`src/rtl/mp_rx9_pkg.sv`:
```
package mp_rx9_pkg;

  typedef enum logic [1:0] {
    ST_IDLE,
    ST_START,
    ST_BITS,
    ST_STOP
  } rxState_t;

  // strobes from the sequencer to the datapath
  typedef struct packed {
    logic shiftEn;   // sample the line into the shift register
    logic frameEnd;  // sample the stop bit and settle the frame
  } rxStrobe_t;

endpackage

```
`src/rtl/mp_rx9_ctrl.sv`:
```
module mp_rx9_ctrl
  import mp_rx9_pkg::*;
#(
  parameter int OVS        = 16,
  parameter int FRAME_BITS = 9
) (
  input  logic      clk,
  input  logic      rstN,
  input  logic      ovsTick,
  input  logic      lineS,
  output rxStrobe_t strobe
);

  localparam int CNT_W = $clog2(OVS);
  localparam int BIT_W = $clog2(FRAME_BITS + 1);
  localparam logic [CNT_W-1:0] MID  = CNT_W'(OVS / 2 - 1);
  localparam logic [CNT_W-1:0] LAST = CNT_W'(OVS - 1);
  localparam logic [BIT_W-1:0] LAST_BIT = BIT_W'(FRAME_BITS - 1);

  rxState_t          state;
  logic [CNT_W-1:0]  tickCnt;
  logic [BIT_W-1:0]  bitCnt;

  always_ff @(posedge clk or negedge rstN) begin
    if (!rstN) begin
      state   <= ST_IDLE;
      tickCnt <= '0;
      bitCnt  <= '0;
    end else if (ovsTick) begin
      unique case (state)
        ST_IDLE: begin
          tickCnt <= '0;
          if (!lineS) state <= ST_START;
        end
        ST_START: begin
          if (tickCnt == MID) begin
            tickCnt <= '0;
            bitCnt  <= '0;
            // a start bit that is gone at mid-bit was noise
            state   <= lineS ? ST_IDLE : ST_BITS;
          end else begin
            tickCnt <= tickCnt + 1'b1;
          end
        end
        ST_BITS: begin
          if (tickCnt == LAST) begin
            tickCnt <= '0;
            if (bitCnt == LAST_BIT) state <= ST_STOP;
            else bitCnt <= bitCnt + 1'b1;
          end else begin
            tickCnt <= tickCnt + 1'b1;
          end
        end
        ST_STOP: begin
          if (tickCnt == LAST) begin
            tickCnt <= '0;
            state   <= ST_IDLE;
          end else begin
            tickCnt <= tickCnt + 1'b1;
          end
        end
        default: state <= ST_IDLE;
      endcase
    end
  end

  always_comb begin
    strobe.shiftEn  = ovsTick && (state == ST_BITS) && (tickCnt == LAST);
    strobe.frameEnd = ovsTick && (state == ST_STOP) && (tickCnt == LAST);
  end

endmodule

```
`src/rtl/mp_rx9_match.sv`:
```
module mp_rx9_match #(
  parameter int DATA_W = 8
) (
  input  logic [DATA_W-1:0] rxData,
  input  logic [DATA_W-1:0] ownAddr,
  input  logic [DATA_W-1:0] addrMask,
  output logic              hit
);

  logic [DATA_W-1:0] diffBit;

  for (genvar i = 0; i < DATA_W; i++) begin : g_cmp
    assign diffBit[i] = (rxData[i] ^ ownAddr[i]) & addrMask[i];
  end

  assign hit = (diffBit == '0);

endmodule

```
`src/rtl/mp_rx9_dp.sv`:
```
module mp_rx9_dp
  import mp_rx9_pkg::*;
#(
  parameter int DATA_W = 8
) (
  input  logic              clk,
  input  logic              rstN,
  input  logic              serIn,
  input  rxStrobe_t         strobe,
  input  logic              filtSet,
  input  logic              filtClr,
  input  logic              autoEn,
  input  logic [DATA_W-1:0] ownAddr,
  input  logic [DATA_W-1:0] addrMask,
  input  logic              doneClr,
  input  logic              errClr,
  output logic              lineS,
  output logic [DATA_W-1:0] rxByte,
  output logic              rxBit9,
  output logic              rxDone,
  output logic              ovrErr,
  output logic              frmErr,
  output logic              filtOn
);

  localparam int FRAME_BITS = DATA_W + 1;

  logic [1:0]            syncQ;
  logic [FRAME_BITS-1:0] shiftQ;
  logic                  stopOk;
  logic                  ninth;
  logic                  accept;
  logic                  cmpHit;
  logic                  autoHit;

  always_ff @(posedge clk or negedge rstN) begin
    if (!rstN) syncQ <= 2'b11;
    else       syncQ <= {syncQ[0], serIn};
  end
  assign lineS = syncQ[1];

  // least significant bit arrives first and ends up at bit 0
  always_ff @(posedge clk or negedge rstN) begin
    if (!rstN)               shiftQ <= '0;
    else if (strobe.shiftEn) shiftQ <= {lineS, shiftQ[FRAME_BITS-1:1]};
  end

  assign ninth  = shiftQ[DATA_W];
  assign stopOk = strobe.frameEnd && lineS;
  assign accept = stopOk && (!filtOn || ninth);

  mp_rx9_match #(.DATA_W(DATA_W)) u_match (
    .rxData   (shiftQ[DATA_W-1:0]),
    .ownAddr  (ownAddr),
    .addrMask (addrMask),
    .hit      (cmpHit)
  );

  assign autoHit = stopOk && ninth && autoEn && cmpHit;

  always_ff @(posedge clk or negedge rstN) begin
    if (!rstN) begin
      rxByte <= '0;
      rxBit9 <= 1'b0;
    end else if (accept) begin
      rxByte <= shiftQ[DATA_W-1:0];
      rxBit9 <= ninth;
    end
  end

  always_ff @(posedge clk or negedge rstN) begin
    if (!rstN) begin
      rxDone <= 1'b0;
      ovrErr <= 1'b0;
      frmErr <= 1'b0;
      filtOn <= 1'b0;
    end else begin
      // completion takes priority over a clear in the same cycle
      if (accept)       rxDone <= 1'b1;
      else if (doneClr) rxDone <= 1'b0;

      if (accept && rxDone && !doneClr) ovrErr <= 1'b1;
      else if (errClr)                  ovrErr <= 1'b0;

      if (strobe.frameEnd && !lineS) frmErr <= 1'b0 | 1'b1;
      else if (errClr)               frmErr <= 1'b0;

      if (filtSet)                 filtOn <= 1'b1;
      else if (filtClr || autoHit) filtOn <= 1'b0;
    end
  end

endmodule

```
`src/rtl/mp_uart_rx9.sv`:
```
module mp_uart_rx9
  import mp_rx9_pkg::*;
#(
  parameter int DATA_W = 8,
  parameter int OVS    = 16
) (
  input  logic              clk,
  input  logic              rstN,
  input  logic              serIn,
  input  logic              ovsTick,
  input  logic              filtSet,
  input  logic              filtClr,
  input  logic              autoEn,
  input  logic [DATA_W-1:0] ownAddr,
  input  logic [DATA_W-1:0] addrMask,
  input  logic              doneClr,
  input  logic              errClr,
  output logic [DATA_W-1:0] rxByte,
  output logic              rxBit9,
  output logic              rxDone,
  output logic              ovrErr,
  output logic              frmErr,
  output logic              filtOn
);

  localparam int FRAME_BITS = DATA_W + 1;

  rxStrobe_t strobe;
  logic      lineS;

  mp_rx9_ctrl #(.OVS(OVS), .FRAME_BITS(FRAME_BITS)) u_ctrl (
    .clk     (clk),
    .rstN    (rstN),
    .ovsTick (ovsTick),
    .lineS   (lineS),
    .strobe  (strobe)
  );

  mp_rx9_dp #(.DATA_W(DATA_W)) u_dp (
    .clk      (clk),
    .rstN     (rstN),
    .serIn    (serIn),
    .strobe   (strobe),
    .filtSet  (filtSet),
    .filtClr  (filtClr),
    .autoEn   (autoEn),
    .ownAddr  (ownAddr),
    .addrMask (addrMask),
    .doneClr  (doneClr),
    .errClr   (errClr),
    .lineS    (lineS),
    .rxByte   (rxByte),
    .rxBit9   (rxBit9),
    .rxDone   (rxDone),
    .ovrErr   (ovrErr),
    .frmErr   (frmErr),
    .filtOn   (filtOn)
  );

endmodule

```
`config.mk`:
```
export PLATFORM = sky130hd
export DESIGN_NAME = mp_uart_rx9
export DESIGN_NICKNAME = d
export VERILOG_FILES = /design/src/rtl/mp_rx9_pkg.sv /design/src/rtl/mp_rx9_ctrl.sv /design/src/rtl/mp_rx9_match.sv /design/src/rtl/mp_rx9_dp.sv /design/src/rtl/mp_uart_rx9.sv
export SDC_FILE = /design/constraint.sdc
export NUM_CORES = 1
export LEC_CHECK = 0
export BUFFER_PORTS_ARGS = -buffer_cell sky130_fd_sc_hd__clkbuf_2
export CAP_MARGIN = 5
export CORE_ASPECT_RATIO = 1.1
export CORE_MARGIN = 2
export CORE_UTILIZATION = 57
export CTS_CLUSTER_SIZE = 12
export DETAILED_ROUTE_END_ITERATION = 12
export PLACE_DENSITY = 0.84
export SLEW_MARGIN = 40
export SYNTH_ARGS = -nofsm -noshare
export SYNTH_HDL_FRONTEND = slang
export SYNTH_SLANG_ARGS = --single-unit
```
`constraint.sdc`:
```
create_clock -name clk -period 4 [get_ports clk]
set_input_delay 0.8 -clock clk [delete_from_list [all_inputs] [get_ports clk]]
set_output_delay 0.8 -clock clk [all_outputs]
set_load 0.005 [all_outputs]
```
==> run summary, run 1 <==
Status = completed
Via density per instance = 5.67
Peak supply drop = 344 uV
Post-synth design cell area = 0.00166 mm^2
Htree depth = 2
Pwr per Cell Area = 408 mW/mm^2
Core area = 0.00278 mm^2
Chip width = 55.5 um
Pint = 0.532 mW
DP Cell Count = 210
Switching Power = 0.249 mW
Starting Density = 59.8%
CTS clock-pin slew for the worst setup and hold paths = 0.10 ns
Crit path launch type = input port
Seq/Total Area, Yosys = 51.4%
Initial antenna violation count = 0
Fmax = 475 MHz
Starting DRT DRC Count = 20
Fillers = 201
Hold Path Class = reg2reg
Non-filler instance count after layout = 218
Worst setup startpoint = ovsTick
Vias after detailed routing = 1235
#FFs+latches synth = 34
Clock Power Share = 25.6%
Clk buf depth = 2
# rows = 20
Synth Flop Type = dfrtp_1
Comb power frac = 17.9%
Tmin final = 2.10 ns
Worst slew margin = 51.8%
DRC errors left = 0
Worst Tran Pin Value = 0.724 ns
Hold Buf Count CTS = 0
Number of max-cap violations = 0
Ports = 38
Lkg Pwr = 0.997 nW
Final Setup Violations = 0
CTS Buf Count = 5
Post-synth top area share = 48.2%
Largest net degree at the start of global routing = 35
Crit path max fanout = 15
Reg2reg start = u_ctrl.tickCnt[0]
EDFF count, synth = 0
Gr usage total = 20.8%
Total Wirelength = 3150 um
Yosys warns = 0
Die footprint = 0.00336 mm^2
Cells after synthesis = 145
Avg Cell Area, Syn = 11.5 um^2
Sw frac = 31.9%
Net Count, Synth = 173
CP Class = in2reg
Data required, critical path = 4.23 ns
Detail Placement HPWL = 2350 um
Netlist cell types = 42
Syn-to-layout area delta = 15.4%
Clock sinks = 34
GRT overflow = 0
Fin. max-slew vios = 0
First-pass DRT Iterations = 5
Antenna diodes = 0
Area after DPL = 0.00186 mm^2
Crit path DAT = 2.33 ns
Number of global-route vias before repair = 1212
TritonCTS clock tree = done
Worst Skew = 0.00883 ns
Fin Setup TNS = 0 ns
Hold Vio Cnt, Final = 0
Post-cts resize count = 0
Final worst setup slack = 1.90 ns
Setup WS pre-CTS = 1.55 ns
Most instantiated cells after synthesis = dfrtp_1, mux2_2, o21ai_0
RSZ-0062 raised after global routing = no
Drt wl/cell = 14.5 um
Worst Min Path Start = u_dp.syncQ[0]
First-pass GRT wire length = 5290 um
Asr flop ratio synth = 100%
Top cells by area, synth = dfrtp_1, mux2_2, xor2_1
Root buf cell = clkbuf_4
Crit. End Element = flop
Most frequent cell after synthesis = dfrtp_1
Port Buffers = 37
Post-CTS setup repair buffer count = 0
Clk Latency, worst-skew pair = 0.33 ns
DRT antenna net count = 0
Design area = 0.00192 mm^2
Layout Nets = 212
Flop pwr share = 56.5%
Final period utilization = 52.6%
Die height = 60.6 um
Yosys top cell by area = dfrtp_1
RD Place Congestion = 0.839
Share of layout cells above drive strength 1 = 35.1%
[final cells by class]
cell class / count / area [um^2] / area share, %
well taps: 33 / 41.3 / 2.15
flip-flops and latches: 34 / 853 / 44.5
clock buffers: 7 / 55.1 / 2.87
multi-input cells: 95 / 732 / 38.2
inverters: 10 / 37.5 / 1.96
repair buffers: 38 / 193 / 10.1
clock inverters: 1 / 5.00 / 0.261
[worst paths after layout]
path	end	slack, ns	depth (start not counted)
worst max-delay path	u_dp.rxByte[4]	1.90	5
worst min-delay path	u_dp.syncQ[1]	0.36	0
worst max register to register	u_dp.rxByte[4]	1.98	5
worst min register to register	u_dp.syncQ[1]	0.36	0
max in group asynchronous	u_ctrl.bitCnt[1]	3.03	1
min in group asynchronous	u_ctrl.tickCnt[1]	0.51	1
[flip-flops by register name (all words and copies together), names as in the netlist, 2 cells and up, named ones only]
name / cells
u_ctrl.bitCnt: 4
u_dp.shiftQ: 9
u_ctrl.tickCnt: 4
u_dp.rxByte: 8
u_dp.syncQ: 2
[layout by cell type, fill, tap and decap left out, types with 2 or more instances in the layout]
cell and n:
nand2_1 10, a21o_1 2, clkbuf_4 5, o31ai_1 2, a21oi_1 7, nand3_1 3, dfrtp_1 32, o21ai_0 12
xor2_1 8, inv_1 10, nor2_1 2, and2_1 2, ha_1 3, clkbuf_2 36, a22oi_1 2, nand2b_1 2
and3_1 3, mux2_2 16, dfstp_2 2
[metal layers]
layer  vias up  track usage (%)  part of all wire [%]
met3         9             6.40                   6.2
met2        40             35.9                    51
met1       588             23.5                    40
met4         0             11.5                   2.4
li1        598                -                     -
met5         -                0                     0
[power groups by stage]
stage | clock [mW] | sequential, mW | combinational, mW
global route | 0.222 | 0.448 | 0.159
global placement | 0 | 0.447 | 0.133
finish | 0.200 | 0.442 | 0.140
detailed placement | 0 | 0.448 | 0.140
floorplan | 0 | 0.406 | 0.146
CTS | 0.207 | 0.441 | 0.140
[worst max-delay path, stage by stage]
cell      delay [ns]
clkbuf_2        0.23
and4_1          0.41
nand4_4         0.16
a21oi_4         0.34
mux2_2          0.39
[cell families after synthesis]
kind of cell / after synthesis / share of synthesized area (%)
AOI/OAI and AO/OA: 38 / 15.7
xor gates and xnor gates: 9 / 4.74
adders and majority gates: 3 / 2.26
buffers and inverters: 16 / 4.59
DFF: 34 / 51.4
muxes: 17 / 11.4
and+or+nand+nor: 28 / 9.94
[through the flow]
stage / util [%] / power, mW / hold slack (ns)
after global routing: 69.0 / 0.830 / 0.369
after detailed placement: 66.8 / 0.587 / 0.352
after floorplan: - / 0.552 / 0.345
final: 69.0 / 0.781 / 0.363
after global placement: 66.8 / 0.580 / 0.348
after CTS: 69.0 / 0.788 / 0.366
Power figures use the tool's default switching activity.
==> inputs of run 2 (changes only) <==
--- a/config.mk
+++ b/config.mk
@@ -5,14 +5,15 @@
 export SDC_FILE = /design/constraint.sdc
 export NUM_CORES = 1
 export LEC_CHECK = 0
+export ABC_AREA = 1
 export BUFFER_PORTS_ARGS = -buffer_cell sky130_fd_sc_hd__clkbuf_2
 export CAP_MARGIN = 5
 export CORE_ASPECT_RATIO = 1.1
 export CORE_MARGIN = 2
-export CORE_UTILIZATION = 57
+export CORE_UTILIZATION = 53
 export CTS_CLUSTER_SIZE = 12
 export DETAILED_ROUTE_END_ITERATION = 12
-export PLACE_DENSITY = 0.84
+export PLACE_DENSITY = 0.78
 export SLEW_MARGIN = 40
 export SYNTH_ARGS = -nofsm -noshare
 export SYNTH_HDL_FRONTEND = slang
==> constraint.sdc (replaced) <==
create_clock -name clk -period 2 [get_ports clk]
set_input_delay 0.4 -clock clk [delete_from_list [all_inputs] [get_ports clk]]
set_output_delay 0.4 -clock clk [all_outputs]
set_load 0.005 [all_outputs]
==> run summary, run 2 <==
Status = completed (unchanged)
Grt peak-use layer = met2 (unchanged)
Via density per instance = 4.91 (was 5.67)
Most instantiated cells after synthesis = nand2_1, inv_1, dfrtp_1 (was dfrtp_1, mux2_2, o21ai_0)
EDFF count, synth = 0 (unchanged)
Initial antenna violation count = 0 (unchanged)
Worst Tran Pin Value = 0.586 ns (was 0.724 ns)
Syn-to-layout area delta = 16.4% (was 15.4%)
RD Place Congestion = 0.907 (was 0.839)
Yosys warns = 0 (unchanged)
Final hold slack = 0.0394 ns (was 0.363 ns)
Share of layout cells above drive strength 1 = 27.5% (was 35.1%)
Top reg by flops = u_dp.shiftQ (unchanged)
Htree depth = 2 (unchanged)
CTS Buf Count = 5 (unchanged)
Pwr per Cell Area = 818 mW/mm^2 (was 408 mW/mm^2)
Hold Path Class = in2async (was reg2reg)
Avg Cell Area, Syn = 8.37 um^2 (was 11.5 um^2)
Met1 Track Usage GR = 23.3% (was 23.5%)
Crit path max fanout = 19 (was 15)
GRT overflow = 0 (unchanged)
Cells after synthesis = 203 (was 145)
#FFs+latches synth = 34 (unchanged)
Worst slew margin = 60.9% (was 51.8%)
Crit path launch type = flop (was input port)
Drt wl/cell = 11.3 um (was 14.5 um)
Largest net degree at the start of global routing = 25 (was 35)
Detail Placement HPWL = 2470 um (was 2350 um)
Post-synth design cell area = 0.00170 mm^2 (was 0.00166 mm^2)
DRT antenna net count = 0 (unchanged)
Number of global-route vias before repair = 1318 (was 1212)
Grt met2 use = 32.4% (was 35.9%)
Area used by multi-input combinational logic = 683 um^2 (was 732 um^2)
Hold Vio Cnt, Final = 0 (unchanged)
Largest regs = u_dp.shiftQ (9), u_dp.rxByte (8) (unchanged)
Ports = 38 (unchanged)
# rows = 21 (was 20)
Netlist cell types = 26 (was 42)
Die height = 63.4 um (was 60.6 um)
First-pass GRT wire length = 5420 um (was 5290 um)
Max reg flops = 9 (unchanged)
Seq/Total Area, Yosys = 50.2% (was 51.4%)
Synth Flop Type = dfrtp_1 (unchanged)
TritonCTS clock tree = done (unchanged)
Data required, critical path = 2.28 ns (was 4.23 ns)
CTS clock-pin slew for the worst setup and hold paths = 0.10 ns (about the same)
Crit path DAT = 2.01 ns (was 2.33 ns)
Number of max-cap violations = 0 (unchanged)
Area after DPL = 0.00192 mm^2 (was 0.00186 mm^2)
Fin Setup TNS = 0 ns (unchanged)
Core area = 0.00305 mm^2 (was 0.00278 mm^2)
Most frequent cell after synthesis = nand2_1 (was dfrtp_1)
Net Count, Synth = 231 (was 173)
Fmax = 576 MHz
Die footprint = 0.00368 mm^2 (was 0.00336 mm^2)
Antenna diodes = 0 (unchanged)
Final Setup Violations = 0 (unchanged)
Fillers = 260 (was 201)
Reg2Reg Depth = 8 (was 5)
Starting Density = 55.7% (was 59.8%)
Tmin final = 1.74 ns
Fin util = 64.9% (was 69.0%)
Post-CTS setup repair buffer count = 0 (unchanged)
Peak supply drop = 598 uV (was 344 uV)
Commonest non-fill, non-tap cell in the layout = nand2_1 (was clkbuf_2)
Clock sinks = 34 (unchanged)
Hold Buf Count CTS = 0 (unchanged)
DRC errors left = 0 (unchanged)
Fin. max-slew vios = 0 (unchanged)
CP Class = reg2reg (was in2reg)
First-pass DRT Iterations = 4 (was 5)
Reg2reg start = u_ctrl.tickCnt[0] (unchanged)
Clk buf depth = 2 (unchanged)
R2r setup slk = 0.26 ns (was 1.98 ns)
Root buf cell = clkbuf_4 (unchanged)
Chip width = 58.0 um (was 55.5 um)
Yosys top cell by area = dfrtp_1 (unchanged)
Design area = 0.00198 mm^2 (was 0.00192 mm^2)
Worst Skew = 0.00802 ns (was 0.00883 ns)
Clk Latency, worst-skew pair = 0.34 ns (was 0.33 ns)
Met3 usage = 6.16% (was 6.40%)
Post-cts resize count = 0 (unchanged)
Lkg Pwr = 1.10 nW (was 0.997 nW)
Most frequent cells in the layout = nand2_1, clkbuf_2, inv_1, dfrtp_1, o21ai_0 (was clkbuf_2, dfrtp_1, mux2_2, o21ai_0)
Layout Nets = 274 (was 212)
Post-synth top area share = 47.1% (was 48.2%)
Starting DRT DRC Count = 48 (was 20)
Final period utilization = 86.8%
Sequential Area = 853 um^2 (unchanged)
Gr usage total = 19.9% (was 20.8%)
Vias after detailed routing = 1381 (was 1235)
Worst r2r dst = u_dp.rxByte[4] (unchanged)
Total Wirelength = 3170 um (was 3150 um)
Top cells by area, synth = dfrtp_1, nand2_1, inv_1 (was dfrtp_1, mux2_2, xor2_1)
Asr flop ratio synth = 100% (unchanged)
Crit. End Element = flop (unchanged)
Port Buffers = 37 (unchanged)
RSZ-0062 raised after global routing = no (unchanged)
run 2: cell count changes in the layout (fill, tap and decap cells not counted), moves of 3 or more:
| cell | delta |
|---|---|
| nand3_1 | +12 |
| and3_1 | -3 |
| nor2_1 | +4 |
| nor2_2 | +3 |
| o21ai_2 | +8 |
| o21ai_0 | +7 |
| inv_1 | +23 |
| mux2_2 | -16 |
| nand2_1 | +46 |
| xor2_1 | -5 |
run 2: cell families after synthesis:
| family | count (synthesis) | share of synthesized area [%] |
|---|---|---|
| adders and majority gates | 3 | 2.21 |
| buffers and inverters | 39 | 9.57 |
| xor gates and xnor gates | 3 | 1.55 |
| AOI/OAI and AO/OA | 37 | 13.6 |
| and+or+nand+nor | 87 | 22.8 |
| DFF | 34 | 50.2 |
run 2: worst max-delay path by stage:
stage / from / endpoint / depth (start not counted)
6_report: u_ctrl.tickCnt[0] / u_dp.rxByte[4] / 8
5_1_grt: u_ctrl.tickCnt[0] / u_dp.rxByte[0] / 8
4_1_cts: u_ctrl.tickCnt[0] / u_dp.rxByte[4] / 8
3_5_place_dp: u_ctrl.tickCnt[0] / u_dp.rxByte[4] / 8
3_3_place_gp: u_ctrl.tickCnt[0] / u_dp.rxByte[5] / 8
2_1_floorplan: u_ctrl.tickCnt[0] / u_dp.ovrErr / 8
run 2: power breakdown:
group          leakage, nW  internal, mW  switching, mW
clock network       0.0353         0.170          0.217
registers            0.409         0.776         0.0809
logic                0.652         0.146          0.228
total                 1.10          1.09          0.526
run 2: area by class of cell:
cell class / instances / share of cell area, %
clock buffer: 7 / 2.78
clock inverter: 1 / 0.253
inverter: 35 / 6.64
multi-input combinational: 130 / 34.5
sequential: 34 / 43.1
tap: 34 / 2.15
timing repair buffer: 40 / 10.5
run 2: critical path, stage by stage (launching register included):
cell,delay (ns)
dfrtp_1,0.41
ha_1,0.23
nand2_1,0.12
nor2_2,0.06
nand3_2,0.11
nor2_4,0.05
nor2_4,0.44
nand2_1,0.15
o21ai_2,0.09
run 2: metal layers:
layer | part of all wire, % | vias up | wire, um
met4 | 2.0 | 0 | 63
met3 | 5.0 | 5 | 157
met5 | 0 | - | 0
met1 | 46 | 621 | 1450
met2 | 47 | 30 | 1500
li1 | - | 725 | -
run 2: stage by stage:
step / setup slack [ns] / power [mW] / std cells
after detailed placement: 0.267 / 1.24 / 273
after global routing: 0.117 / 1.76 / 281
after CTS: 0.250 / 1.64 / 281
final: 0.263 / 1.62 / 281
after global placement: 0.378 / 1.24 / 273
after floorplan: 0.545 / 1.13 / 203
